### src/rtl/wdmx_pkg.sv
package wdmx_pkg;
    typedef enum logic {
        STROBE_FULL = 1'b0,
        STROBE_HALF = 1'b1
    } strobe_style_e;

    function automatic bit is_odd_port(input int idx);
        return (idx % 2) == 1;
    endfunction
endpackage

### src/rtl/wdmx_collect.sv
module wdmx_collect #(
    parameter int WORD_W = 11,
    parameter int NPORT  = 4,
    localparam int CNT_W = $clog2(NPORT)
) (
    input  logic                         clk,
    input  logic                         rst_n,
    input  logic                         ratio4,
    input  logic                         stagger,
    input  logic [WORD_W-1:0]            in_word,
    output logic [NPORT-1:0][WORD_W-1:0] merged_words,
    output logic [NPORT-1:0][WORD_W-1:0] held_words,
    output logic                         pub_even,
    output logic                         pub_odd
);
    typedef struct packed {
        logic [CNT_W-1:0]                cnt;
        logic                            started;
        logic [NPORT-1:0][WORD_W-1:0]    stage;
    } col_t;

    col_t col_d, col_q;
    logic [CNT_W-1:0] last_slot;
    logic [CNT_W-1:0] odd_slot;

    always_comb begin
        last_slot = ratio4 ? CNT_W'(NPORT - 1) : CNT_W'(1);
        odd_slot  = ratio4 ? CNT_W'(NPORT / 2 - 1) : '0;
        col_d = col_q;
        col_d.stage[col_q.cnt] = in_word;
        if (col_q.cnt == last_slot) begin
            col_d.cnt     = '0;
            col_d.started = 1'b1;
        end else begin
            col_d.cnt = col_q.cnt + CNT_W'(1);
        end
        for (int j = 0; j < NPORT; j++) begin
            merged_words[j] = (col_q.cnt == CNT_W'(j)) ? in_word : col_q.stage[j];
        end
        held_words = col_q.stage;
        pub_even   = (col_q.cnt == last_slot);
        pub_odd    = stagger ? (col_q.started && col_q.cnt == odd_slot) : pub_even;
    end

    always_ff @(posedge clk or negedge rst_n) begin
        if (!rst_n) col_q <= '0;
        else        col_q <= col_d;
    end


    slot_range_chk: assert property (@(posedge clk) disable iff (!rst_n)
        col_q.cnt <= last_slot);


    pub_split_chk: assert property (@(posedge clk) disable iff (!rst_n)
        stagger |-> !(pub_even && pub_odd));
endmodule

### src/rtl/wdmx_strobe.sv
module wdmx_strobe
    import wdmx_pkg::*;
#(
    parameter int CW = 2
) (
    input  logic          clk,
    input  logic          rst_n,
    input  logic          half_rate,
    input  logic          load,
    input  logic [CW-1:0] high_len,
    output logic          level
);
    typedef struct packed {
        logic          lvl;
        logic [CW-1:0] left;
    } stb_t;

    stb_t stb_d, stb_q;
    strobe_style_e style;

    always_comb begin
        style = strobe_style_e'(half_rate);
        stb_d = stb_q;
        if (load) begin
            if (style == STROBE_HALF) begin
                stb_d.lvl = ~stb_q.lvl;
            end else begin
                stb_d.lvl  = 1'b1;
                stb_d.left = high_len - CW'(1);
            end
        end else if (style == STROBE_FULL && stb_q.lvl) begin
            if (stb_q.left == '0) stb_d.lvl  = 1'b0;
            else                  stb_d.left = stb_q.left - CW'(1);
        end
    end

    always_ff @(posedge clk or negedge rst_n) begin
        if (!rst_n) stb_q <= '0;
        else        stb_q <= stb_d;
    end

    assign level = stb_q.lvl;


    toggle_hold_chk: assert property (@(posedge clk) disable iff (!rst_n)
        (half_rate && !load) |=> $stable(level));


    full_rise_chk: assert property (@(posedge clk) disable iff (!rst_n)
        (!half_rate && load) |=> level);
endmodule

### src/rtl/word_demux.sv
module word_demux
    import wdmx_pkg::*;
#(
    parameter int DATA_W = 10,
    parameter int NPORT  = 4
) (
    input  logic                    clk,
    input  logic                    rst_n,
    input  logic                    ratio_sel,
    input  logic                    stagger_en,
    input  logic                    half_rate_dr,
    input  logic [DATA_W-1:0]       in_data,
    input  logic                    in_flag,
    output logic [NPORT*DATA_W-1:0] out_data,
    output logic [NPORT-1:0]        out_aux,
    output logic                    data_ready
);
    localparam int WORD_W = DATA_W + 1;
    localparam int CW     = $clog2(NPORT / 2 + 1);

    typedef struct packed {
        logic [NPORT-1:0][WORD_W-1:0] word;
    } port_t;

    port_t port_d, port_q;

    logic [NPORT-1:0][WORD_W-1:0] merged_words;
    logic [NPORT-1:0][WORD_W-1:0] held_words;
    logic [NPORT-1:0][WORD_W-1:0] src_word;
    logic [NPORT-1:0]             port_load;
    logic [NPORT-1:0]             port_clk;
    logic                         pub_even;
    logic                         pub_odd;
    logic [CW-1:0]                high_len;

    wdmx_collect #(
        .WORD_W (WORD_W),
        .NPORT  (NPORT)
    ) u_collect (
        .clk          (clk),
        .rst_n        (rst_n),
        .ratio4       (ratio_sel),
        .stagger      (stagger_en),
        .in_word      ({in_flag, in_data}),
        .merged_words (merged_words),
        .held_words   (held_words),
        .pub_even     (pub_even),
        .pub_odd      (pub_odd)
    );

    assign high_len = ratio_sel ? CW'(NPORT / 2) : CW'(1);

    always_comb begin
        port_d = port_q;
        for (int k = 0; k < NPORT; k++) begin
            if (is_odd_port(k) && stagger_en) begin
                src_word[k]  = held_words[k];
                port_load[k] = (ratio_sel || k < 2) && pub_odd;
            end else begin
                src_word[k]  = merged_words[k];
                port_load[k] = (ratio_sel || k < 2) && pub_even;
            end
            if (port_load[k]) port_d.word[k] = src_word[k];
        end
    end

    always_ff @(posedge clk or negedge rst_n) begin
        if (!rst_n) port_q <= '0;
        else        port_q <= port_d;
    end

    for (genvar k = 0; k < NPORT; k++) begin : g_port
        wdmx_strobe #(.CW(CW)) u_pclk (
            .clk       (clk),
            .rst_n     (rst_n),
            .half_rate (half_rate_dr),
            .load      (port_load[k]),
            .high_len  (high_len),
            .level     (port_clk[k])
        );
        assign out_data[k*DATA_W +: DATA_W] = port_q.word[k][DATA_W-1:0];
        assign out_aux[k] = stagger_en ? port_clk[k] : port_q.word[k][DATA_W];
    end

    wdmx_strobe #(.CW(CW)) u_ready (
        .clk       (clk),
        .rst_n     (rst_n),
        .half_rate (half_rate_dr),
        .load      (pub_even),
        .high_len  (high_len),
        .level     (data_ready)
    );


    upper_hold_chk: assert property (@(posedge clk) disable iff (!rst_n)
        !ratio_sel |=> $stable(port_q.word[NPORT-1:2]));


    mode_static_chk: assert property (@(posedge clk) disable iff (!rst_n)
        $stable({ratio_sel, stagger_en, half_rate_dr}));
endmodule

### config.mk
export PLATFORM = sky130hd
export DESIGN_NAME = word_demux
export DESIGN_NICKNAME = d
export VERILOG_FILES = /design/src/rtl/wdmx_pkg.sv /design/src/rtl/wdmx_collect.sv /design/src/rtl/wdmx_strobe.sv /design/src/rtl/word_demux.sv
export SDC_FILE = /design/constraint.sdc
export NUM_CORES = 1
export LEC_CHECK = 0
export BUFFER_PORTS_ARGS = -buffer_cell sky130_fd_sc_hd__buf_2
export CAP_MARGIN = 25
export CELL_PAD_IN_SITES_DETAIL_PLACEMENT = 0
export CELL_PAD_IN_SITES_GLOBAL_PLACEMENT = 1
export CORE_UTILIZATION = 52
export CTS_BUF_LIST = sky130_fd_sc_hd__clkbuf_4 sky130_fd_sc_hd__clkbuf_8
export DETAILED_ROUTE_END_ITERATION = 8
export HOLD_SLACK_MARGIN = 0.12
export PLACE_DENSITY_LB_ADDON = 0.1
export SYNTH_ARGS = -nofsm -noshare
export SYNTH_HDL_FRONTEND = slang
export SYNTH_SLANG_ARGS = --single-unit
### constraint.sdc
create_clock -name clk -period 4.25 [get_ports clk]
set_input_delay 0.2125 -clock clk [delete_from_list [all_inputs] [get_ports clk]]
set_output_delay 0.2125 -clock clk [all_outputs]
set_load 0.02 [all_outputs]
==> results.cfg <==
[floorplan]
placement_rows = 34
coreArea_um2 = 8890
die-area_um2 = 9770
initial_core_util = 0.549
dieWidth_um = 98.8
io_pins = 61
die_h_um = 98.8

[yosys]
syn_nets = 439
ys.flop_type = dfrtp_1
synth_cell_types = 37
yosysSeqAreaShare = 0.544
synthesis.area_um2 = 4880
synthCells = 414
synth_edf_count = 0
ys_ff_latch = 106
synthArstFlopShare = 1.00
syn_avg_cell_area_um2 = 11.8
yosysWarnings = 0

[min_path]
min_path_cells = 2
hold_class = primary input to flop
hold-path-endpoint = u_collect.held_words[26]
hold_start = in_data[4]

[clock_network]
ctsResizeCount = 0
path_clk_slew_ns = 0.10
clock_sink_count = 106
cts.hold.buffers_added = 1
clockBufferDepth = 2
root_buffer = clkbuf_8
cts_tree = yes
clock_latency_ns = 0.37
cts_buffers = 9
cts.htree.levels = 3
post_cts.repair.setup_buffers = 0

[drt]
num_vias = 2933
firstDrtPassIters = 4
drt_iter0_drc = 86
viasPerCell = 5.41
totalWireLength_mm = 9.07
drc_errors = 0
routedWlPerCell_um = 16.7
postRouteAntennaNets = 0

[placement]
placed_area_um2 = 4930
gp_congestion = 0.717
port_buffers = 60
hpwl_mm = 5.95

[pwr]
switching_share = 0.364
power.combinational.fraction = 0.395
switchingPower_mw = 1.44
peakVddDrop_mv = 0.421
pwr_density_cell_nw_per_um2 = 761
p_leak_nw = 2.42
p_seq_frac = 0.431
internal_power_mw = 2.52
clockPowerShare = 0.175

[critical_path]
end_kind = flop
start_kind = flop
r2r_slack_ns = 1.99
r2r-start = u_collect.col_q[46]
worstSetupPathType = flop to flop
worst_ep_arrival_time_ns = 2.52
reg2regPathDepth = 5
rr_endpoint = out_data[19]
required_ns = 4.51
path_max_fanout = 11

[finish]
synthToLayoutAreaGrowth_pct = 6.64
drive_above_1_share = 0.373
final_cell_area_um2 = 5200
fin_nets = 455
diodes = 0

[grt]
grt_pass1_vias = 2951
grt_max_degree = 78
grt_first_pass_wirelength_mm = 15.2
grtUsageTotal = 0.204
grt_remaining_overflow = 0
grt_antenna_before_repair = 0

[run]
maxCapViolations = 0

[sta]
tns_ns = 0
finalCritPeriodShare = 0.531
min_period_ns = 2.26
worst_slew_pin_slew_ns = 0.821
hold_violations = 0
finalMaxSlewViolations = 0
rsz0062_at_grt = no
setup_viol = 0
slew_headroom = 0.447
skew_ns = 0.00814
fmax_mhz = 443

[outcome]
status = complete, no violations
==> synthesized netlist by cell type (3+ instances only) <==
cell type	number	area share
dfrtp_1	106	0.54
inv_1	15	0.012
a31oi_1	3	0.0038
clkbuf_1	8	0.0062
mux2_2	81	0.19
a21oi_1	12	0.012
nor2b_1	14	0.018
nor2_1	16	0.012
buf_2	10	0.010
nand2_1	49	0.038
buf_4	40	0.062
o21ai_0	8	0.0082
o31ai_1	11	0.017
ha_1	9	0.023
nand2b_1	5	0.0064
==> cell usage in the layout, fill, tap and decap left out, drive strengths merged, types with 5 or more instances in the layout <==
| master | count |
|---|---|
| nand2b | 5 |
| clkbuf | 9 |
| mux2 | 81 |
| o31ai | 11 |
| buf | 63 |
| ha | 9 |
| nor2b | 14 |
| a21oi | 12 |
| nand2 | 49 |
| o21ai | 9 |
| nor2 | 16 |
| inv | 17 |
| dfrtp | 106 |
==> critical path: stages, from the launching register on <==
cell and delay (ns):
dfrtp_1 0.49, inv_1 0.15, ha_1 0.56, mux2_2 0.43, mux2_2 0.27, mux2_2 0.25
==> sequential cells by signal (all words and copies together) (netlist names) <==
signal / flops
g_port.u_pclk.level: 4
g_port.u_pclk.stb_q: 8
out_data: 40
port_q: 4
u_collect.col_q: 3
u_collect.held_words: 44
u_ready.level: 1
u_ready.stb_q: 2
==> power groups by stage <==
stage / clock [mW] / combinational, mW / sequential (mW)
6_report: 0.691 / 1.56 / 1.70
5_1_grt: 0.754 / 1.72 / 1.77
4_1_cts: 0.713 / 1.57 / 1.71
3_5_place_dp: 0 / 1.57 / 1.73
3_3_place_gp: 0 / 1.52 / 1.71
2_1_floorplan: 0 / 1.44 / 1.66
==> layer usage <==
layer | track usage | up-vias | share of wire
met4 | 0.0551 | 0 | 0.0089
met3 | 0.0539 | 7 | 0.044
li1 | - | 1389 | -
met5 | 0 | - | 0
met2 | 0.316 | 61 | 0.46
met1 | 0.287 | 1476 | 0.49
==> logic make-up after synthesis <==
group           after synthesis  share of synthesized area
xor+xnor                      1                    0.00180
simple gates                 97                     0.0918
buf+inv                      74                     0.0918
mux                          81                      0.187
compound gates               46                     0.0605
fa+ha+maj                     9                     0.0231
flops                       106                      0.544
==> stage by stage <==
stage	util	power, mW	hold WS (ns)	cells	setup WS (ns)
6_report	0.585	3.96	0.160	542	1.99
5_1_grt	0.585	4.25	0.150	542	1.86
4_1_cts	0.581	4.00	0.151	540	1.98
3_5_place_dp	0.555	3.29	0.435	524	2.02
3_3_place_gp	0.555	3.24	0.438	524	2.05
2_1_floorplan	-	3.11	-0.0831	414	2.39
==> area by class of cell <==
cell class | instances | area [um^2]
Sequential cell | 106 | 2650
Fill cell | 771 | 3690
Multi-Input combinational cell | 234 | 1780
Clock buffer | 9 | 124
Timing Repair Buffer | 64 | 359
Tap cell | 108 | 135
Clock inverter | 6 | 97.6
Inverter | 15 | 56.3
==> how the worst max path moves through the flow <==
| stage | from | end | slack [ns] | cells past startpoint |
|---|---|---|---|---|
| 6_report | u_collect.col_q[46] | out_data[19] | 1.99 | 5 |
| 5_1_grt | u_collect.col_q[46] | out_data[14] | 1.86 | 5 |
| 4_1_cts | u_collect.col_q[46] | out_data[19] | 1.98 | 5 |
| 3_5_place_dp | stagger_en | g_port[3].u_pclk.stb_q[1] | 2.02 | 5 |
| 3_3_place_gp | stagger_en | g_port[3].u_pclk.stb_q[1] | 2.05 | 5 |
| 2_1_floorplan | u_collect.col_q[45] | out_data[4] | 2.39 | 6 |
Power figures use the tool's default switching activity.
